$ cat config.mk
export PLATFORM = sky130hd
export DESIGN_NAME = bm_window
export DESIGN_NICKNAME = d
export VERILOG_FILES = /design/src/rtl/bm_window.sv
export SDC_FILE = /design/constraint.sdc
export NUM_CORES = 1
export LEC_CHECK = 0
export BUFFER_PORTS_ARGS = -buffer_cell sky130_fd_sc_hd__buf_2
export CAP_MARGIN = 40
export CORE_MARGIN = 2
export CORE_UTILIZATION = 46
export CTS_BUF_LIST = sky130_fd_sc_hd__clkbuf_8 sky130_fd_sc_hd__clkbuf_16
export CTS_CLUSTER_SIZE = 10
export DETAILED_ROUTE_END_ITERATION = 7
export GPL_ROUTABILITY_DRIVEN = 0
export GPL_TIMING_DRIVEN = 0
export PLACE_DENSITY = 0.86
export SYNTH_ARGS = -nofsm -noshare
export SYNTH_HDL_FRONTEND = slang
export SYNTH_SLANG_ARGS = --single-unit
$ cat constraint.sdc
create_clock -name clk -period 1.4 [get_ports clk]
set_input_delay 0.07 -clock clk [delete_from_list [all_inputs] [get_ports clk]]
set_output_delay 0.07 -clock clk [all_outputs]
set_load 0.005 [all_outputs]
$ cat src/rtl/bm_window.sv
module bm_window #(
  parameter int AW = 4,
  parameter int DW = 32
) (
  input  logic            clk,
  input  logic            rst_n,
  input  logic            acc_valid_i,
  input  logic            acc_write_i,
  input  logic [AW-1:0]   acc_addr_i,
  input  logic [1:0]      acc_size_i,
  input  logic [DW-1:0]   acc_wdata_i,
  output logic [DW-1:0]   rd_data_o,
  input  logic [7:0]      mode_i,
  output logic            mode_wr_o,
  output logic [1:0]      mode_wbits_o,
  output logic [1:0][7:0] cmd_o,
  output logic [1:0]      cmd_wr_o,
  output logic [1:0][DW-1:0] dtp_o,
  input  logic [1:0]      eng_active_i,
  input  logic [1:0]      eng_err_i,
  input  logic [1:0]      eng_irq_i
);
  localparam logic [2:0] OFF_CMD = 3'd0, OFF_MODE = 3'd1, OFF_STS = 3'd2,
                         OFF_TIM = 3'd3, OFF_PTR = 3'd4;

  logic [1:0][7:0]    sts_q, tim_q;
  logic [1:0][DW-1:0] dtp_q;
  logic [DW-1:0]      ones;

  wire       ch       = acc_addr_i[3];
  wire [2:0] off      = acc_addr_i[2:0];
  wire [1:0] sel      = ch ? 2'b10 : 2'b01;
  wire       byte_acc = (acc_size_i == 2'd0);
  wire       wr       = acc_valid_i & acc_write_i;
  wire       rd       = acc_valid_i & ~acc_write_i;
  wire       reg_wr   = wr & byte_acc & ~off[2];
  wire       ptr_acc  = acc_size_i[1] & (off == OFF_PTR);

  assign ones  = (acc_size_i == 2'd0) ? DW'(32'h0000_00FF) :
                 (acc_size_i == 2'd1) ? DW'(32'h0000_FFFF) : '1;
  assign dtp_o = dtp_q;

  always_ff @(posedge clk) begin
    if (!rst_n) begin
      cmd_o        <= '0;
      cmd_wr_o     <= '0;
      sts_q        <= '0;
      tim_q        <= '0;
      dtp_q        <= '0;
      mode_wr_o    <= 1'b0;
      mode_wbits_o <= '0;
    end else begin
      cmd_wr_o  <= '0;
      mode_wr_o <= 1'b0;
      if (reg_wr && off == OFF_MODE) begin
        mode_wr_o    <= 1'b1;
        mode_wbits_o <= acc_wdata_i[5:4];
      end
      for (int c = 0; c < 2; c++) begin
        sts_q[c][0]   <= eng_active_i[c];
        sts_q[c][2:1] <= (sts_q[c][2:1] &
                          ~((reg_wr && sel[c] && off == OFF_STS) ? acc_wdata_i[2:1] : 2'b00))
                         | {eng_irq_i[c], eng_err_i[c]};
        if (reg_wr && sel[c] && off == OFF_STS) sts_q[c][6:5] <= acc_wdata_i[6:5];
        if (reg_wr && sel[c] && off == OFF_CMD) begin
          cmd_o[c]    <= acc_wdata_i[7:0];
          cmd_wr_o[c] <= 1'b1;
        end
        if (reg_wr && sel[c] && off == OFF_TIM) tim_q[c] <= acc_wdata_i[7:0];
        if (wr && ptr_acc && sel[c]) dtp_q[c] <= {acc_wdata_i[DW-1:2], 2'b00};
      end
    end
  end

  always_comb begin
    rd_data_o = '0;
    if (rd) begin
      if (!off[2]) begin
        if (byte_acc) begin
          unique case (off[1:0])
            2'd0:    rd_data_o = DW'(cmd_o[ch]);
            2'd1:    rd_data_o = DW'(mode_i);
            2'd2:    rd_data_o = DW'(sts_q[ch]);
            default: rd_data_o = DW'(tim_q[ch]);
          endcase
        end else begin
          rd_data_o = ones;
        end
      end else if (ptr_acc) begin
        rd_data_o = dtp_q[ch];
      end else begin
        rd_data_o = ones;
      end
    end
  end

  AST_CMD_STROBE: assert property (@(posedge clk) disable iff (!rst_n)
    (reg_wr && off == OFF_CMD) |=> cmd_wr_o[$past(ch)] && $countones(cmd_wr_o) == 1);
  AST_MODE_STROBE: assert property (@(posedge clk) disable iff (!rst_n)
    (reg_wr && off == OFF_MODE) |=> mode_wr_o && mode_wbits_o == $past(acc_wdata_i[5:4]));
  AST_WIDE_SILENT: assert property (@(posedge clk) disable iff (!rst_n)
    (wr && !byte_acc && !off[2]) |=> cmd_wr_o == 2'b00 && !mode_wr_o);
  AST_ACTIVE_MIRROR: assert property (@(posedge clk) disable iff (!rst_n)
    eng_active_i[0] |=> sts_q[0][0]);
  AST_SET_WINS: assert property (@(posedge clk) disable iff (!rst_n)
    eng_irq_i[0] |=> sts_q[0][2]);
  AST_W1C_CLEARS: assert property (@(posedge clk) disable iff (!rst_n)
    (reg_wr && !ch && off == OFF_STS && acc_wdata_i[1] && !eng_err_i[0]) |=> !sts_q[0][1]);
endmodule

==> After elaboration in Yosys (flattened, before gate mapping) <==
Index checks and enable logic that the tools add are counted.
{ "totals": {"reg_bits": 107, "in_bits": 56} }
{ "classes": {"n_lt_le_gt_ge": 1, "bitwise": 13, "reduce_logical": 15, "mux": 21, "eq_ne": 7} }
{ "ops": {"columns": ["cell", "n"], "rows": [
  ["2-to-1 mux 32 bit", 8],
  ["2-to-1 mux 8 bit", 5],
  ["one-hot mux 8 bit (3 select lines)", 1],
  ["logical AND 1 bit", 12],
  ["2-to-1 mux 7 bit", 1],
  ["equality test 3 x 2 -> 1 bit, second input constant", 2],
  ["2-to-1 mux 2 bit", 3],
  ["AND 1 bit", 5],
  ["AND 2 bit", 2],
  ["equality test 2 x 1 -> 1 bit, second input constant", 2],
  ["logical NOT 2 bit", 2],
  ["inverter 2 bit", 2],
  ["OR 2 bit", 2],
  ["equality test 3 x 1 -> 1 bit, second input constant", 1],
  ["equality test 3 bit, second input constant", 1],
  ["logical NOT 3 bit", 1],
  ["2-to-1 mux 1 bit", 3],
  ["equality test 2 bit, second input constant", 1],
  ["< comparator 1 x 2 -> 1 bit, second input constant", 1],
  ["inverter 1 bit", 2]
]} }

==> Depth between registers and ports, before layout <==
{ "depth": {"depth_word": 9, "depth_mapped": 7, "depth_no_buf": 3} }

==> Least setup slack after synthesis <==
No wires, ideal clock.
{ "synth_timing": {"path_type": "input port to flip-flop", "start": "input acc_addr_i[0]", "end": "register dtp_q, in the netlist dtp_o[10]", "path_slack_ps": 86, "t_arrival_ps": 1243, "setup_ps": 72, "n_path_buf": 4, "cell_stages": 7, "path_cell_list": "buf_2 nor4bb_2 buf_4 and4b_1 buf_6 buf_12 mux2i_1"} }
{ "synth_via": {"elab_chain_cells": 4} }
{ "synth_rtl": {"columns": ["item", "line_no", "text"], "rows": [
  ["from (decl)", "9", "input logic [AW-1:0] acc_addr_i,"],
  ["equality test 3 bit", "37", "wire ptr_acc = acc_size_i[1] & (off == OFF_PTR);"],
  ["AND 1 bit", "37", null],
  ["logical AND 1 bit (2 in a row)", "70", "if (wr && ptr_acc && sel[c]) dtp_q[c] <= {acc_wdata_i[DW-1:2], 2'b00};"],
  ["to (signal, indexed assignment)", "70", null],
  ["to (decl)", "27", "logic [1:0][DW-1:0] dtp_q;"]
]} }
Every way passes these cells.
A chain may end at the register's enable or synchronous reset.

==> Worst setup path after layout <==
{ "layout_timing": {"start": "register cmd_o[2] (netlist bit)", "end": "output rd_data_o[2]"} }
{ "layout_via": {"elab_chain_cells": 6} }
{ "layout_rtl": {"columns": ["item", "line_no", "text"], "rows": [
  ["from (decl)", "16", "output logic [1:0][7:0] cmd_o,"],
  ["from (signal, indexed assignment)", "66", "cmd_o[c] <= acc_wdata_i[7:0];"],
  ["2-to-1 mux 8 bit (implied by the code) (2 in a row)", "81", "2'd0: rd_data_o = DW'(cmd_o[ch]);"],
  ["one-hot mux 8 bit (3 select lines)", "80", "unique case (off[1:0])"],
  ["2-to-1 mux 32 bit", "79", "if (byte_acc) begin"],
  ["2-to-1 mux 32 bit", "78", "if (!off[2]) begin"],
  ["2-to-1 mux 32 bit", "77", "if (rd) begin"],
  ["to (decl)", "12", "output logic [DW-1:0] rd_data_o,"]
]} }
Every way passes these cells. The select of a mux whose other input is x is not followed.

==> run summary <==
worst slack, placed: -484.9 ps
FF+latch count, synth: 107
DRC violations left: 0
number of diodes: 0
Crit path buffers/inverters: 1
R2R setup slack: 550 ps
worst min-delay path category: in -> reg
largest family of logic cells by synthesized area: multiplexers
Wirelength per Cell: 18.17 um
CTS H-tree depth: 3
Setup Total Neg Slack: -1222 ps
area delta synth->final: 33.78%
clk_skew: 0 ps
Antenna Nets Post-Route: 0
worst setup margin: -197.6 ps
post-route cell area: 7032 um2
CP peak stage delay: 320 ps
row count: 39
xor-xnor portion of the synthesized cell area: 0
Distinct cells, synth: 43
Worst setup SP type: flop
highest-count cells in the layout ignoring fill and taps: buf_2, mux2i_1, dfxtp_1
CP Capture Type: output port
Critical path destination: rd_data_o[2]
Finished Core Util: 0.6238
CP Max Fanout: 2
Crit-path slowest cell: dfxtp_2
largest net degree at the start of global routing: 18
vias per cell: 5.656
# fillers: 918
reg-to-reg endpoint: cmd_o[2]
Peak VDD IR: 0.6283 mV
io pins: 173
total design power: 6.156 mW
Die Ht: 110.9 um
initial drt markers: 533
# port buffers: 163
worst-path cell chain: mux2_4 -> a221o_1 -> o21a_1 -> buf_2
via count: 5,328
gr usage total: 0.2685
Clk pin slew, worst setup/hold paths: 70 ps
Final Net Count: 850
total CTS buffers: 9
CP startpoint: cmd_o[2]
yosys warns: 0
post-synthesis mux area share: 0.2092
Setup Viol. Count Final: 9
CTS root buf: clkbuf_16
cell leakage power: 3.067 nW
R2R cell count: 4
outcome: finished with violations
CTS tree: built
Initial Util: 0.4663
Stages on worst setup path: 4
Tcrit/Tclk final: 1.141
endpoints failing hold: 0
complex-gate fraction of the synthesized area: 0.1435
commonest non-fill, non-tap cell in the layout: buf_2
CP top delay family: compound AO/OA/AOI/OAI gates
Worst EP arrival: 1530 ps
dpl cell area: 6262 um2
post-layout min period: 1598 ps
clock latency at the later pin of the worst-skew pair: 340 ps
initial antenna violation count: 0
Seq/Total Area, Yosys: 0.4075
CTS Sinks: 107
fraction of layout cells with a size suffix above 1: 0.3329
core box area: 11,270 um2
Tightest Pin Transition: 768.4 ps
mapped cell area: 5256 um2
vias in the first global route: 5,156
post-synthesis area per instance: 8.970 um2
Critical R2R Launch: cmd_o[2]
post-DP HPWL: 11,850 um
Initial DRT Pass Iterations: 5
first-pass GRT wire length: 26,840 um
die width: 110.9 um
Post-Syn Instances: 586
max-cap violation count: 0
Die ar.: 12,300 um2
clk buf depth: 2
achievable clock frequency: 0.6259 GHz
final wirelength: 17,120 um
failing checks: setup timing
CP Class: reg -> out
GRT overflow: 0
RSZ-0062 raised after global routing: true
Post-Synth Adder-Cell Area: 0
fin. max-slew vios: 0
Post-Synth Simple-Gate Area: 0.1585
data required time of the worst path: 1330 ps
Rel. slew slack: 0.4843
PwrDens: 875.5 nW/um2
where the power goes:
group / total, mW / switching, mW / internal [mW]
sequential: 3.07 / 0.0113 / 3.06
clock: 2.35 / 1.14 / 1.21
combinational: 0.734 / 0.437 / 0.298
total: 6.16 / 1.59 / 4.57
worst reg2reg max path: stages, from the launching register on:
cell,delay (ps)
dfxtp_2,320
buf_4,120
buf_4,130
o21ai_1,60
a21oi_1,80
Yosys cell counts:
master     count  area [um2]
or3_1          1       6.260
buf_12         6       120.1
a2111oi_0      2       17.52
nand4_1        1       6.260
buf_6          3       33.78
and4b_1        3       30.03
nand4b_1       2       17.52
nor4b_4        1       23.77
mux2i_1      102        1021
a21o_1         1       7.510
inv_1          6       22.52
nand2b_1       5       31.28
and2_1         3       18.77
and4_1         2       17.52
or4b_1         1       10.01
o22a_1         2       17.52
nand2_1       92       345.3
and3_1         2       12.51
nor4bb_2       1       16.27
nor4bb_1       1       10.01
o21ai_1       39       195.2
nor3_1         5       25.02
clkbuf_1      27       101.4
buf_2         14       70.07
mux2_1         7       78.83
o21a_1         5       37.54
nand3_1       38       190.2
buf_4         10       75.07
dfxtp_1      107        2142
nor2_1         3       11.26
a31oi_1        4       25.02
o21ai_0        4       20.02
a221o_1        3       30.03
o211ai_1       2       15.01
a221oi_1       4       35.03
nor2b_1        2       12.51
conb_1         1       3.750
nor4_4         1       21.27
a21oi_1       67       335.3
o22ai_1        3       18.77
or4_1          1       7.510
and3b_1        1       8.760
nand4bb_1      1       11.26
logic make-up (layout without fill, tap and decap cells):
family | after synthesis | in the layout
flops | 107 | 107
other cells | 1 | 4
simple gates | 167 | 167
mux | 109 | 109
compound gates | 136 | 136
buf+inv | 66 | 276
stage by stage:
step / cells / hold slack (ps)
finish: 942 / 7.329
global route: 942 / 18.13
CTS: 936 / 0.007050
detailed placement: 895 / 281.8
global placement: 895 / 281.8
floorplan: 589 / 171.1
registers in the layout, indices dropped and copies added (netlist names):
register	count
mode_wr_o	1
mode_wbits_o	2
dtp_o	60
cmd_o	16
cmd_wr_o	2
sts_q	10
tim_q	16
cell type report:
class                      count  area (um2)  share of cell area
sequential                   107        2158              0.3069
clock buffer                   9       225.2             0.03203
inverter                       6       22.52            0.003203
clock inverter                 7       47.55            0.006762
buffer                        57       447.9             0.06370
tap                          143       178.9             0.02544
timing repair buffer         197        1116              0.1587
multi-input combinational    416        2835              0.4032
how the worst min path moves through the flow:
stage                          startpoint        end  slack [ps]  cells after the start
final                     acc_wdata_i[16]  dtp_o[16]           7                      3
after CTS                 acc_wdata_i[16]  dtp_o[16]       0.007                      3
after detailed placement  eng_active_i[0]   sts_q[0]         280                      2
after global routing      acc_wdata_i[25]  dtp_o[25]          20                      3
after global placement    eng_active_i[0]   sts_q[0]         280                      2
after floorplan            acc_wdata_i[2]  sts_q[10]         170                      1
repair_timing:
item | 4_1_cts | 5_1_grt
resized for setup | 44 | 17
setup endpoints to repair | 32 | 32
pin swaps | 9 | 8
cloned | 0 | 0
hold endpoints to repair | 27 | 0
hold buffers | 18 | 0
setup buffers | 10 | 6
per-layer routing:
| layer | share of wire | GRT usage | vias to the layer above | routed length, um |
|---|---|---|---|---|
| li1 | - | - | 2482 | - |
| met1 | 0.39 | 0.3313 | 2445 | 6686 |
| met2 | 0.48 | 0.4601 | 335 | 8197 |
| met3 | 0.091 | 0.04975 | 66 | 1564 |
| met4 | 0.039 | 0.1133 | 0 | 670 |
| met5 | 0 | 0 | - | 0 |
(Power assumes the default switching activity.)
